## config.mk

```make
export PLATFORM = sky130hd
export DESIGN_NAME = uart_irq_ident
export DESIGN_NICKNAME = d
export VERILOG_FILES = /design/src/rtl/uart_irq_pkg.sv /design/src/rtl/irq_sticky_flag.sv /design/src/rtl/irq_prio_enc.sv /design/src/rtl/uart_irq_ident.sv
export SDC_FILE = /design/constraint.sdc
export NUM_CORES = 1
export LEC_CHECK = 0
export BUFFER_PORTS_ARGS = -buffer_cell sky130_fd_sc_hd__clkbuf_2
export CAP_MARGIN = 20
export CORE_AREA = 5 5 42 44
export CTS_CLUSTER_SIZE = 25
export DETAILED_ROUTE_END_ITERATION = 12
export DIE_AREA = 0 0 47 49
export PLACE_DENSITY = 0.64
export SYNTH_ARGS = -nofsm -noshare
export SYNTH_HDL_FRONTEND = slang
export SYNTH_SLANG_ARGS = --single-unit
export TNS_END_PERCENT = 20
```

## constraint.sdc

```tcl
create_clock -name clk -period 2.4 [get_ports clk]
set_input_delay 0.12 -clock clk [delete_from_list [all_inputs] [get_ports clk]]
set_output_delay 0.12 -clock clk [all_outputs]
set_load 0.02 [all_outputs]
```

## src/rtl/uart_irq_pkg.sv

```systemverilog
package uart_irq_pkg;
  localparam int REG_W   = 8;
  localparam int EN_BITS = 4;
  localparam int CODE_W  = 4;
  localparam int NFLAG   = 4;

  // sticky flag slots
  localparam int F_LS  = 0;
  localparam int F_TMO = 1;
  localparam int F_TX  = 2;
  localparam int F_MS  = 3;

  // enable bit positions
  localparam int E_RX = 0;
  localparam int E_TX = 1;
  localparam int E_LS = 2;
  localparam int E_MS = 3;

  typedef enum logic [CODE_W-1:0] {
    ID_LS   = 4'b0110,
    ID_RXD  = 4'b0100,
    ID_TMO  = 4'b1100,
    ID_TX   = 4'b0010,
    ID_MS   = 4'b0000,
    ID_NONE = 4'b0001
  } id_code_e;
endpackage

```

## src/rtl/irq_sticky_flag.sv

```systemverilog
module irq_sticky_flag (
  input  logic clk,
  input  logic rst_n,
  input  logic set_i,
  input  logic clr_i,
  output logic q_o
);
  always_ff @(posedge clk or negedge rst_n) begin
    if (!rst_n)     q_o <= 1'b0;
    else if (set_i) q_o <= 1'b1;
    else if (clr_i) q_o <= 1'b0;
  end
endmodule

```

## src/rtl/irq_prio_enc.sv

```systemverilog
module irq_prio_enc
  import uart_irq_pkg::*;
(
  input  logic [NFLAG-1:0]   pend_i,
  input  logic               rx_avail_i,
  input  logic [EN_BITS-1:0] en_i,
  output id_code_e           code_o
);
  always_comb begin
    if (pend_i[F_LS] && en_i[E_LS])        code_o = ID_LS;
    else if (pend_i[F_TMO] && en_i[E_RX])  code_o = ID_TMO;
    else if (rx_avail_i && en_i[E_RX])     code_o = ID_RXD;
    else if (pend_i[F_TX] && en_i[E_TX])   code_o = ID_TX;
    else if (pend_i[F_MS] && en_i[E_MS])   code_o = ID_MS;
    else                                   code_o = ID_NONE;
  end
endmodule

```

## src/rtl/uart_irq_ident.sv

```systemverilog
module uart_irq_ident
  import uart_irq_pkg::*;
(
  input  logic        clk,
  input  logic        rst_n,
  input  logic        en_wr,
  input  logic [7:0]  en_wdata,
  output logic [7:0]  en_rdata,
  input  logic        ls_evt,
  input  logic        rx_avail,
  input  logic        tmo_evt,
  input  logic        thre_evt,
  input  logic        ms_evt,
  input  logic        lsr_rd,
  input  logic        rbr_rd,
  input  logic        thr_wr,
  input  logic        msr_rd,
  input  logic        id_rd,
  output logic [3:0]  id_code,
  output logic        irq
);
  logic [EN_BITS-1:0] en_q;
  logic [NFLAG-1:0]   set_v, clr_v, pend_v;
  id_code_e           code;

  always_ff @(posedge clk or negedge rst_n) begin
    if (!rst_n)     en_q <= '0;
    else if (en_wr) en_q <= en_wdata[EN_BITS-1:0];
  end

  assign en_rdata = {{(REG_W-EN_BITS){1'b0}}, en_q};

  always_comb begin
    set_v        = '0;
    clr_v        = '0;
    set_v[F_LS]  = ls_evt;
    clr_v[F_LS]  = lsr_rd;
    set_v[F_TMO] = tmo_evt;
    clr_v[F_TMO] = rbr_rd;
    set_v[F_TX]  = thre_evt;
    clr_v[F_TX]  = thr_wr | (id_rd && code == ID_TX);
    set_v[F_MS]  = ms_evt;
    clr_v[F_MS]  = msr_rd;
  end

  for (genvar g = 0; g < NFLAG; g++) begin : g_flag
    irq_sticky_flag u_flag (
      .clk  (clk),
      .rst_n(rst_n),
      .set_i(set_v[g]),
      .clr_i(clr_v[g]),
      .q_o  (pend_v[g])
    );
  end

  irq_prio_enc u_enc (
    .pend_i    (pend_v),
    .rx_avail_i(rx_avail),
    .en_i      (en_q),
    .code_o    (code)
  );

  assign id_code = code;
  assign irq     = (code != ID_NONE);
endmodule

```

Word level (Yosys, flattened, before mapping)
Index checks and enable logic that the tools add are counted.
{"block": "op_classes", "n_eq_ne": 2, "n_mux": 13, "bitwise": 1, "n_reduce_logical": 10}
{"op": "4-bit 2-to-1 mux", "n": 4}
{"op": "1-bit 2-to-1 mux", "n": 9}
{"op": "2-bit nonzero test", "n": 4}
{"op": "1-bit logical AND", "n": 6}
{"op": "4-bit by 2-bit == test with 1-bit output, second input constant", "n": 1}
{"op": "4-bit by 1-bit inequality test with 1-bit output, second input constant", "n": 1}
{"op": "1-bit bitwise OR", "n": 1}
{"block": "totals", "regBits": 8, "in_bits": 21, "word_cells": 31}

Logic depth before layout (Yosys ltp)
{"block": "depth", "ltp_word": 11, "mapped_depth": 3, "mapped_depth_nobuf": 3}

Cells and area by module
A second synthesis with hierarchy kept.
{"block": "unflattened", "hier_cells": 36, "area_unflattened_um2": 397.9}
{"mod": "uart_irq_ident", "n_inst": 1, "cells_each": 17, "area_each_um2": 203.9, "seq_area_each_um2": 100.1}
{"mod": "irq_sticky_flag", "n_inst": 4, "cells_each": 3, "area_each_um2": 36.3, "seq_area_each_um2": 25.0}
{"mod": "irq_prio_enc", "n_inst": 1, "cells_each": 7, "area_each_um2": 48.8, "seq_area_each_um2": 0.0}

Worst setup path before layout
No wires, ideal clock.
{"block": "synth_timing", "path_kind": "register to output", "start": "register en_q[2]", "end": "output id_code[0]", "arrival_time_ns": 1.292, "required_ns": 2.280, "slack_ns": 0.988, "path_stages_with_launch": 4, "n_path_buf": 0, "cell_sequence": "dfrtp_1 nand2_1 nand2_2 a221oi_1"}
{"block": "synth_via", "elab_chain_cells": 2}
{"element": "start: declaration", "line": "uart_irq_ident.sv:22", "text": "logic [EN_BITS-1:0] en_q;"}
{"element": "start signal: assignment", "line": "uart_irq_ident.sv:28", "text": "else if (en_wr) en_q <= en_wdata[EN_BITS-1:0];"}
{"element": "1-bit logical AND", "line": "irq_prio_enc.sv:10", "text": "if (pend_i[F_LS] && en_i[E_LS]) code_o = ID_LS;"}
{"element": "4-bit 2-to-1 mux", "line": "irq_prio_enc.sv:10"}
{"element": "end: declaration", "line": "uart_irq_ident.sv:19", "text": "output logic [3:0] id_code,"}
Every way passes these cells.

Worst setup path after layout
{"block": "layout_timing", "start": "register g_flag[1].u_flag.q_o", "end": "output id_code[0]"}
{"block": "layout_via", "elab_chain_cells": 3}
{"element": "start: declaration", "line": "irq_sticky_flag.sv:6", "text": "output logic q_o"}
{"element": "start signal: assignment", "line": "irq_sticky_flag.sv:9", "text": "if (!rst_n) q_o <= 1'b0;"}
{"element": "start signal: assignment", "line": "irq_sticky_flag.sv:10", "text": "else if (set_i) q_o <= 1'b1;"}
{"element": "start signal: assignment", "line": "irq_sticky_flag.sv:11", "text": "else if (clr_i) q_o <= 1'b0;"}
{"element": "1-bit logical AND", "line": "irq_prio_enc.sv:11", "text": "else if (pend_i[F_TMO] && en_i[E_RX]) code_o = ID_TMO;"}
{"element": "4-bit 2-to-1 mux", "line": "irq_prio_enc.sv:11"}
{"element": "4-bit 2-to-1 mux", "line": "irq_prio_enc.sv:10"}
Every way passes these cells.

==> out/summary.txt <==
OUTCOME
---------------------------------------------------------------------------------
Status                                                                  completed

WORST SETUP PATH
---------------------------------------------------------------------------------
Arrival time of the worst setup path                                      1.38 ns
Worst Setup Path Type                                                flip-flop to output port
Highest net fanout along the worst path                                         3
Register-to-register setup slack                                          1.34 ns
Category of the worst setup path capture point                        output port
Required arrival time at the worst endpoint                               2.28 ns
Category of the worst setup path launch point                           flip-flop

CLOCK TREE
---------------------------------------------------------------------------------
Root Buffer Master                                                       clkbuf_4
Htree depth                                                                     1
Clock slew seen by the registers of the worst setup and hold paths        0.05 ns
CTS Buf Count                                                                   3
Insertion delay to the later sink of the worst-skew pair                  0.25 ns
TritonCTS clock tree                                                          yes
# clock sinks                                                                   8
Largest buffer count on any clock path                                          2

TIMING
---------------------------------------------------------------------------------
Maximum clock rate                                                        668 MHz
Unrepaired setup endpoints after global routing                             false
Final Max Tran Viols                                                            0
Final clock period utilization by the worst path                            0.624
Minimum clock period after layout                                         1.50 ns
Hold slack final                                                        0.0488 ns
Total negative slack                                                         0 ns
Final Setup Violations                                                          0
Setup clock skew after layout                                         0.000460 ns
Count of endpoints failing hold in the final timing report                      0

LOGIC SYNTHESIS
---------------------------------------------------------------------------------
Count of cell types in the netlist                                             16
Post-Syn Instances                                                             34
Synthesis Warnings                                                              0
Synthesized area per cell                                                11.4 um2
Seq/Total Area, Yosys                                                       0.518
Total standard cell area after synthesis                                  387 um2
Count of state elements after synthesis                                         8

FLOORPLANNING
---------------------------------------------------------------------------------
Initial standard-cell utilization of the core                               0.276
Number of cell rows                                                            14
Total die area                                                           2300 um2
X dimension of the die                                                      47 um
Floorplan core area                                                      1400 um2
I/O pin total                                                                  34
Die Height                                                                  49 um

POWER
---------------------------------------------------------------------------------
Maximum resistive drop on vdd                                            0.393 mV
Power, Total                                                             0.346 mW
Areal power density over the cells                                     633 nW/um2
Leakage power                                                            0.304 nW

ROUTE
---------------------------------------------------------------------------------
WL/cell                                                                   11.0 um
DR iter-0 viols                                                                 0
Detailed-route wire length                                                 855 um
Vias                                                                          341
Via-to-Cell Ratio                                                            4.37
Antenna-violating nets left                                                     0
Count of unresolved DRC violations after routing                                0
Total iterations of the first detailed-routing run                              1

PLACEMENT
---------------------------------------------------------------------------------
Placed wire-length estimate                                                762 um
RD Place Congestion                                                         0.646
Quantity of I/O buffers inserted on ports                                      25

FINAL LAYOUT
---------------------------------------------------------------------------------
Fraction of layout instances using a drive strength above 1                 0.597
Number of antenna diodes                                                        0
Total number of nets in the final design                                       85
Commonest non-fill, non-tap cell in the layout                           clkbuf_2
Area growth from synthesis to layout                                        41.1%
Commonest cells after routing, fill and taps aside                   clkbuf_2 (25), dfrtp_1 (8), mux2_2 (4), inv_1 (4), conb_1 (4)
Final core utilization                                                      0.389

GLOBAL ROUTE
---------------------------------------------------------------------------------
Global-route usage over all layers                                         0.0880
First-pass GRT wire length                                                1.48 mm
Vias in the first global route                                                401
Final global-route overflow total                                               0
Antenna violations before repair                                                0
Largest net degree at the start of global routing                               9

JOB
---------------------------------------------------------------------------------
Max_cap viols                                                                   0

MIN PATH
---------------------------------------------------------------------------------
Classification of the worst-slack hold path                          primary input to flip-flop

## power by group
| part | internal (mW) | switching, mW |
|---|---|---|
| registers | 0.147 | 0.0112 |
| clock network | 0.0568 | 0.0402 |
| logic | 0.0379 | 0.0525 |
## metrics by stage
stage / std cells / setup WS, ns / cell area, um2
after floorplan: 37 / 0.988 / 398
after global placement: 74 / 1.19 / 513
after detailed placement: 74 / 1.16 / 513
after CTS: 78 / 0.887 / 546
after global routing: 78 / 0.765 / 546
final: 78 / 0.903 / 546
## worst max-delay path, stage by stage (launching register included)
cell and delay, ns:
dfrtp_1 0.39, o21ai_2 0.19, nand2_2 0.09, a221oi_1 0.23, clkbuf_2 0.23
## synthesized netlist by cell type, drive strengths merged
cell,number,area share
dfrtp,8,0.52
buf,4,0.078
inv,4,0.039
mux2,4,0.12
a21o,3,0.061
nand2,3,0.036
a221o,1,0.026
a221oi,1,0.023
a31o,1,0.023
and3,1,0.019
conb,1,0.0097
nand3,1,0.013
nand4,1,0.016
o21ai,1,0.023
## routing by layer
metal  track usage  wire (um)
met1        0.0968        323
met2         0.140        445
met3        0.0148         66
met4        0.0691         19
met5             0          0
## cell type report
cell class | count | area, um2
Fill cell | 148 | 856
Tap cell | 16 | 20.0
Clock buffer | 3 | 22.5
Timing Repair Buffer | 26 | 135
Sequential cell | 8 | 200
Inverter | 4 | 15.0
Multi-Input combinational cell | 21 | 153
## flip-flops by register name, indices dropped and copies added (netlist names)
name               flops
g_flag.u_flag.q_o      4
en_q                   4
## path summary, 6_finish.rpt
| check | cells past startpoint | from | end |
|---|---|---|---|
| max | 4 | g_flag[1].u_flag.q_o | id_code[0] |
| min | 2 | ls_evt | g_flag[0].u_flag.q_o |
| max reg2reg | 3 | g_flag[1].u_flag.q_o | g_flag[2].u_flag.q_o |
| min reg2reg | 1 | g_flag[0].u_flag.q_o | g_flag[0].u_flag.q_o |
| max in group asynchronous | 2 | rst_n | g_flag[3].u_flag.q_o |
| min in group asynchronous | 2 | rst_n | g_flag[0].u_flag.q_o |
## cell families (layout without fill, tap and decap cells)
family / Yosys count / in the layout / synth area share
compound gates: 7 / 7 / 0.155
buf+inv: 8 / 33 / 0.116
flops: 8 / 8 / 0.518
mux: 4 / 4 / 0.116
other cells: 1 / 4 / 0.00970
simple gates: 6 / 6 / 0.0842
## timing repair
action / CTS / global route
hold buffers: 1 / 0
setup buffers: 0 / 0
hold endpoints to repair: 8 / 0
resized for setup: 0 / 0
Power figures use the tool's default switching activity.
